<file path="src/rtl/tmr_pkg.sv">
package tmr_pkg;
  localparam int DATA_W = 32;
  localparam int UNIT_SH = 9;                    // count unit is bit 9
  localparam int LO_W = DATA_W - UNIT_SH;        // user low word count bits
  localparam int HI_W = DATA_W - 1;              // user high word count bits
  localparam int PER_W = HI_W + LO_W;            // user count in units
  localparam int LIM_W = DATA_W - 1 - UNIT_SH;   // counter-mode width in units

  localparam logic [2:0] OFF_HI   = 3'd0;
  localparam logic [2:0] OFF_LO   = 3'd1;
  localparam logic [2:0] OFF_LNR  = 3'd2;
  localparam logic [2:0] OFF_RUN  = 3'd3;
  localparam logic [2:0] OFF_MODE = 3'd4;
endpackage

</file>
<file path="src/rtl/tmr_mode.sv">
module tmr_mode
  import tmr_pkg::*;
#(
  parameter int N_PROC = 4
) (
  input  logic              clk_i,
  input  logic              rst_ni,
  input  logic              wr_i,
  input  logic [N_PROC-1:0] wdata_i,
  output logic [N_PROC-1:0] mode_o,
  output logic [N_PROC-1:0] to_user_o,
  output logic [N_PROC-1:0] to_cnt_o
);
  logic [N_PROC-1:0] mode_q;

  assign to_user_o = wr_i ? (wdata_i & ~mode_q) : '0;
  assign to_cnt_o  = wr_i ? (~wdata_i & mode_q) : '0;
  assign mode_o    = mode_q;

  always_ff @(posedge clk_i or negedge rst_ni) begin
    if (!rst_ni)   mode_q <= '0;
    else if (wr_i) mode_q <= wdata_i;
  end

  a_r4_mode_follows_write: assert property (@(posedge clk_i) disable iff (!rst_ni)
    wr_i |=> (mode_o == $past(wdata_i)));
endmodule

</file>
<file path="src/rtl/tmr_chan.sv">
module tmr_chan
  import tmr_pkg::*;
#(
  parameter bit IS_SYS = 1'b0
) (
  input  logic              clk_i,
  input  logic              rst_ni,
  input  logic              tick_i,
  input  logic              user_i,
  input  logic              to_user_i,
  input  logic              to_cnt_i,
  input  logic              wr_i,
  input  logic              rd_i,
  input  logic [2:0]        off_i,
  input  logic [DATA_W-1:0] wdata_i,
  output logic [DATA_W-1:0] rdata_o,
  output logic              irq_o
);
  logic [PER_W-1:0] cnt_q, cnt_d;
  logic [LIM_W-1:0] lim_q, lim_d, eff_lim, inc_lo;
  logic reach_q, reach_d, irq_q, irq_d, run_q, run_d;
  logic wr_hi, ld_lo, mode_chg, do_tick, wrap, usr_sat, tick_hit, rd_clr, usr_clr;

  assign eff_lim  = (lim_q == '0) ? {LIM_W{1'b1}} : lim_q;
  assign inc_lo   = cnt_q[LIM_W-1:0] + 1'b1;
  assign wrap     = (inc_lo == eff_lim);
  assign usr_sat  = &cnt_q;
  assign wr_hi    = wr_i && (off_i == OFF_HI);
  assign ld_lo    = wr_i && (off_i == OFF_LO) && user_i;
  assign mode_chg = to_user_i || to_cnt_i;
  // counters always run; the run bit gates user mode only
  assign do_tick  = tick_i && (run_q || !user_i) && !wr_hi && !ld_lo && !mode_chg;
  assign tick_hit = do_tick && (user_i ? usr_sat : (wrap && (lim_q != '0)));
  assign rd_clr   = rd_i && (off_i == OFF_HI) && !user_i;
  assign usr_clr  = (wr_hi || ld_lo) && user_i;

  always_comb begin
    cnt_d = cnt_q;
    if (mode_chg)                cnt_d = '0;
    else if (wr_hi && user_i)    cnt_d = {wdata_i[HI_W-1:0], cnt_q[LO_W-1:0]};
    else if (wr_hi)              cnt_d = '0;
    else if (ld_lo)              cnt_d = {cnt_q[PER_W-1:LO_W], wdata_i[DATA_W-1:UNIT_SH]};
    else if (do_tick && user_i)  cnt_d = usr_sat ? cnt_q : cnt_q + 1'b1;
    else if (do_tick)            cnt_d = wrap ? '0 : {{(PER_W-LIM_W){1'b0}}, inc_lo};
  end

  always_comb begin
    lim_d = lim_q;
    if (wr_i && ((off_i == OFF_LNR) || ((off_i == OFF_HI) && !user_i)))
      lim_d = wdata_i[DATA_W-2:UNIT_SH];
  end

  always_comb begin
    run_d = run_q;
    if (to_cnt_i)                                   run_d = 1'b1;
    else if (!IS_SYS && wr_i && (off_i == OFF_RUN)) run_d = wdata_i[0];
  end

  always_comb begin
    reach_d = reach_q;
    if (tick_hit)               reach_d = 1'b1;
    else if (rd_clr || usr_clr) reach_d = 1'b0;
    irq_d = irq_q;
    if (tick_hit && !user_i)                                 irq_d = 1'b1;
    else if (rd_clr || to_user_i || (wr_hi && !user_i))      irq_d = 1'b0;
  end

  always_ff @(posedge clk_i or negedge rst_ni) begin
    if (!rst_ni) begin
      cnt_q   <= '0;
      lim_q   <= '0;
      reach_q <= 1'b0;
      irq_q   <= 1'b0;
      run_q   <= 1'b1;
    end else begin
      cnt_q   <= cnt_d;
      lim_q   <= lim_d;
      reach_q <= reach_d;
      irq_q   <= irq_d;
      run_q   <= run_d;
    end
  end

  always_comb begin
    rdata_o = '0;
    unique case (off_i)
      OFF_HI:  rdata_o = user_i ? {reach_q, cnt_q[PER_W-1:LO_W]}
                                : {1'b0, lim_q, {UNIT_SH{1'b0}}};
      OFF_LO:  rdata_o = user_i ? {cnt_q[LO_W-1:0], {UNIT_SH{1'b0}}}
                                : {reach_q, cnt_q[LIM_W-1:0], {UNIT_SH{1'b0}}};
      OFF_RUN: rdata_o = IS_SYS ? '0 : {{(DATA_W-1){1'b0}}, run_q};
      default: rdata_o = '0;
    endcase
  end

  assign irq_o = irq_q;

  a_r8_user_no_irq: assert property (@(posedge clk_i) disable iff (!rst_ni)
    user_i |-> !irq_o);
  a_r9_enter_user_drops_irq: assert property (@(posedge clk_i) disable iff (!rst_ni)
    to_user_i |=> !irq_o);
  a_r10_leave_user_runs: assert property (@(posedge clk_i) disable iff (!rst_ni)
    to_cnt_i |=> run_q);
  a_r7_stopped_holds: assert property (@(posedge clk_i) disable iff (!rst_ni)
    (user_i && !run_q && !wr_i && !mode_chg) |=> $stable(cnt_q));
  a_r11_saturated_holds: assert property (@(posedge clk_i) disable iff (!rst_ni)
    (user_i && usr_sat && !wr_i && !mode_chg) |=> (&cnt_q));
endmodule

</file>
<file path="src/rtl/tmr_bank.sv">
module tmr_bank
  import tmr_pkg::*;
#(
  parameter int N_PROC = 4,
  localparam int NCH  = N_PROC + 1,
  localparam int CH_W = $clog2(NCH)
) (
  input  logic              clk_i,
  input  logic              rst_ni,
  input  logic              tick_i,
  input  logic              wr_i,
  input  logic              rd_i,
  input  logic [CH_W-1:0]   chan_i,
  input  logic [2:0]        off_i,
  input  logic [DATA_W-1:0] wdata_i,
  output logic [DATA_W-1:0] rdata_o,
  output logic [NCH-1:0]    irq_o
);
  logic [N_PROC-1:0] mode_q, to_user, to_cnt;
  logic [NCH-1:0]    ch_sel;
  logic [DATA_W-1:0] ch_rd [NCH];
  logic [DATA_W-1:0] mode_ext, rdata_q;
  logic              mode_wr;

  assign mode_wr  = wr_i && (chan_i == '0) && (off_i == OFF_MODE);
  assign mode_ext = {{(DATA_W-N_PROC){1'b0}}, mode_q};

  tmr_mode #(.N_PROC(N_PROC)) u_mode (
    .clk_i     (clk_i),
    .rst_ni    (rst_ni),
    .wr_i      (mode_wr),
    .wdata_i   (wdata_i[N_PROC-1:0]),
    .mode_o    (mode_q),
    .to_user_o (to_user),
    .to_cnt_o  (to_cnt)
  );

  for (genvar g = 0; g < NCH; g++) begin : g_ch
    logic usr, t_usr, t_cnt;
    assign ch_sel[g] = (int'(chan_i) == g);
    if (g == 0) begin : g_sys
      assign usr   = 1'b0;
      assign t_usr = 1'b0;
      assign t_cnt = 1'b0;
    end else begin : g_proc
      assign usr   = mode_q[g-1];
      assign t_usr = to_user[g-1];
      assign t_cnt = to_cnt[g-1];
    end
    tmr_chan #(.IS_SYS(g == 0)) u_ch (
      .clk_i     (clk_i),
      .rst_ni    (rst_ni),
      .tick_i    (tick_i),
      .user_i    (usr),
      .to_user_i (t_usr),
      .to_cnt_i  (t_cnt),
      .wr_i      (wr_i && ch_sel[g]),
      .rd_i      (rd_i && ch_sel[g]),
      .off_i     (off_i),
      .wdata_i   (wdata_i),
      .rdata_o   (ch_rd[g]),
      .irq_o     (irq_o[g])
    );
  end

  always_ff @(posedge clk_i or negedge rst_ni) begin
    if (!rst_ni)                  rdata_q <= '0;
    else if (!rd_i)               rdata_q <= '0;
    else if (off_i == OFF_MODE)   rdata_q <= mode_ext;
    else if (int'(chan_i) < NCH)  rdata_q <= ch_rd[chan_i];
    else                          rdata_q <= '0;
  end
  assign rdata_o = rdata_q;

  a_r4_proc_mode_write_ignored: assert property (@(posedge clk_i) disable iff (!rst_ni)
    (wr_i && (chan_i != '0) && (off_i == OFF_MODE)) |=> $stable(mode_q));
endmodule

</file>
<file path="config.mk">
export PLATFORM = sky130hd
export DESIGN_NAME = tmr_bank
export DESIGN_NICKNAME = d
export VERILOG_FILES = /design/src/rtl/tmr_pkg.sv /design/src/rtl/tmr_mode.sv /design/src/rtl/tmr_chan.sv /design/src/rtl/tmr_bank.sv
export SDC_FILE = /design/constraint.sdc
export NUM_CORES = 1
export LEC_CHECK = 0
export BUFFER_PORTS_ARGS = -buffer_cell sky130_fd_sc_hd__buf_2
export CORE_UTILIZATION = 45
export DETAILED_ROUTE_END_ITERATION = 10
export PLACE_DENSITY_LB_ADDON = 0.05
export REMOVE_ABC_BUFFERS = 1
export SLEW_MARGIN = 20
export SYNTH_ARGS = -nofsm -noshare
export SYNTH_HDL_FRONTEND = slang
export SYNTH_SLANG_ARGS = --single-unit
</file>
<file path="constraint.sdc">
create_clock -name clk_i -period 6.7 [get_ports clk_i]
set_input_delay 0.67 -clock clk_i [delete_from_list [all_inputs] [get_ports clk_i]]
set_output_delay 0.67 -clock clk_i [all_outputs]
set_load 0.05 [all_outputs]
</file>
==> impl_metrics.csv <==
group,metric,value,unit
outcome,status,"complete, no violations",
setup_path,crit_required,7.22,ns
timing,setup_tns,0,ns
clock_network,hold_buffers,0,
timing,fmax,0.208,GHz
cells_and_area,fin_area,31300,um^2
timing,grt_setup_unrepaired,"no",
placed_design,gp_congestion,1.05,
synth,synth-xor-area-share,0.0514,
global_routing,grt-ovfl-total,0,
drt,wl_met3,14500,um
synth,synthMuxAreaShare,0.0762,
global_routing,grt_pass1_vias,27300,
synth,synth_commonest_cells,"423 x nand2_1, 394 x dfrtp_1, 274 x o21ai_0",
clock_network,cts_tree,"built",
power,powerDensity,292,nW/um^2
synth,synth-async-reset-ratio,1.00,
placed_design,placed_area,29600,um^2
clock_network,h-tree-depth,2,
synth,yosys.area.top_type,"dfrtp_1",
cells_and_area,nNetsFinal,3409,
drt,wl,132000,um
clock_network,numCtsBuffers,49,
drt,drc,0,
drt,ant_nets,0,
min_path,hold_path_class,"in -> async",
power,ir_drop,0.000226,V
setup_path,cp_data_arrival_time,5.34,ns
global_routing,grt_use_total,0.395,
floorplanning,die_h,255,um
synth,synth_top_family_by_area,"simple AND/OR/NAND/NOR gates",
synth,synth_edf_count,0,
global_routing,grt_pass1_wl,192000,um
synth,yosys.area_share.simple,0.243,
floorplanning,initial_core_util,0.456,
timing,slew_headroom,0.219,
drt,vias,29700,
synth,yosysWarnings,0,
clock_network,cts-resized-gates,0,
synth,yosysMostFrequentCell,"nand2_1",
floorplanning,core,63300,um^2
synth,synth-seq-cells,398,
synth,postSynthCellCount,3489,
synth,yosysTopAreaCellShare,0.341,
drt,drtPass1Iterations,6,
synth,yosysSeqAreaShare,0.345,
synth,synth-adder-area-share,0.00217,
run,drv_cap,0,
synth,synth.area.top_cells,"dfrtp_1 34%, nand2_1 5.5%, o21ai_0 4.7%",
timing,min_period_over_period,0.718,
floorplanning,rows,92,
timing,hold_viol,0,
drt,top_layer,"met5",
floorplanning,die_w,255,um
timing,min_period,4.81,ns
setup_path,worstSetupEndpointType,"register",
timing,setup_violations,0,
global_routing,grt_start_max_net_pins,149,
setup_path,rr_worst_depth,9,
clock_network,root_buffer,"clkbuf_16",
clock_network,post-cts-setup-buffers,0,
setup_path,critPathLaunchType,"register",
timing,fin_skew,0.0252,ns
drt,wl_met1,54100,um
synth,synth_compound_area_frac,0.231,
synth,synth.avg_cell_area,8.28,um^2
setup_path,cp_max_fo,33,
placed_design,portBuffers,79,
synth,ys_types,101,
cells_and_area,diodes,0,
cells_and_area,area_growth,8.30,%
drt,drt_iter0_drc,4855,
clock_network,clock-sinks,398,
setup_path,path_class,"reg -> reg",
cells_and_area,drive_gt1_frac,0.112,
clock_network,clockBufferDepth,3,
power,power.leakage,0.0126,uW
floorplanning,ioPinCount,80,
drt,wl_met2,55300,um
synth,synth_ff_type,"dfrtp_1",
placed_design,post-dp-hpwl,92500,um
global_routing,grt_antenna_before_repair,11,
timing,maxSlewViolCount,0,
clock_network,clock_latency,0.62,ns
clock_network,clk_pin_slew,0.06,ns
drt,routed_via_density,7.00,
synth,netlist_area,28900,um^2
drt,wl_per_cell,31.2,um
timing,worstMarginPinSlew,1.16,ns
floorplanning,die_area,65200,um^2
## registers in the layout, indices dropped and copies added, names as in the netlist
signal,count
g_ch.u_ch.run_q,4
g_ch.u_ch.lim_q,110
g_ch.u_ch.irq_o,5
u_mode.mode_o,4
g_ch.u_ch.reach_q,5
g_ch.u_ch.cnt_q,238
rdata_o,32
## placed cells by master, fill, tap and decap left out, types with 20 or more instances in the layout
cell type / count
a221o_1: 55
buf_4: 48
nand3_1: 119
a22o_1: 34
and3_1: 55
a22oi_1: 81
nor2_1: 207
nand2b_1: 20
o211ai_1: 42
a21oi_1: 146
and4_1: 36
o21ai_0: 274
nor4_1: 88
xor2_1: 58
mux2_2: 113
buf_2: 77
nand2_1: 422
xnor2_1: 96
dfrtp_1: 392
a211oi_1: 40
or3_1: 24
nand4_1: 96
o22ai_1: 25
a31oi_1: 32
clkbuf_16: 51
and2_1: 54
inv_1: 64
a32oi_1: 30
mux2i_1: 88
nor3_1: 123
a221oi_1: 39
## logic make-up (layout without fill, tap and decap cells)
logic type                 count (synthesis)  count (layout)
xor gates and xnor gates                 160             160
AOI/OAI and AO/OA                        975             975
buffers and inverters                    373             284
DFF                                      398             398
muxes                                    203             203
and+or+nand+nor                         1375            1375
adders and majority gates                  5               5
## layout make-up
type,count,area [um^2]
flip-flops and latches,398,9970
multi-input cells,2718,17500
repair buffers,128,801
well taps,846,1060
clock buffers,70,1440
fillers,6167,32000
inverters,66,248
clock inverters,20,238
## worst max-delay path, stage by stage, from the launching register on
cell     delay [ns]
dfrtp_1        0.69
ha_1           0.35
nand3_1        0.37
nor4_1         0.83
nand4_1        0.29
nor4_1         0.56
nand4_1        0.28
a211o_1        0.78
and3b_1        0.39
o21ai_0        0.16
## layer usage
layer / track usage / vias up
met5: 0.00950 / -
met4: 0.211 / 10
met3: 0.0926 / 351
met2: 0.570 / 1944
met1: 0.544 / 14600
li1: - / 12900
## worst paths after layout
| kind | start | to | slack, ns |
|---|---|---|---|
| min | rst_ni | g_ch[2].u_ch.lim_q[6] | 0.03 |
| max reg2reg | g_ch[3].u_ch.cnt_q[0] | g_ch[3].u_ch.cnt_q[50] | 1.89 |
| max in group asynchronous | rst_ni | u_mode.mode_o[0] | 5.25 |
| min reg2reg | g_ch[4].u_ch.reach_q | g_ch[4].u_ch.reach_q | 0.53 |
| min in group clk_i | wdata_i[4] | g_ch[3].u_ch.cnt_q[27] | 0.42 |
| max | g_ch[3].u_ch.cnt_q[0] | g_ch[3].u_ch.cnt_q[50] | 1.89 |
## power breakdown
part / internal (uW) / switching (uW) / total (uW)
clock: 1680 / 1170 / 2850
combinational: 1030 / 1660 / 2690
sequential: 2740 / 853 / 3590
## metrics by stage
step / total power, uW / utilization / setup WS, ns / hold slack [ns] / instances
final: 9130 / 0.494 / 1.89 / 0.0267 / 4246
after global routing: 9460 / 0.494 / 1.79 / 0.0408 / 4246
after CTS: 9040 / 0.494 / 2.17 / 0.0315 / 4246
after detailed placement: 6190 / 0.468 / 1.62 / 0.502 / 4156
after global placement: 6140 / 0.468 / 1.79 / 0.500 / 4156
after floorplan: 4990 / - / 1.60 / 0.374 / 3182
No activity file was read; power rests on OpenSTA's default activity.
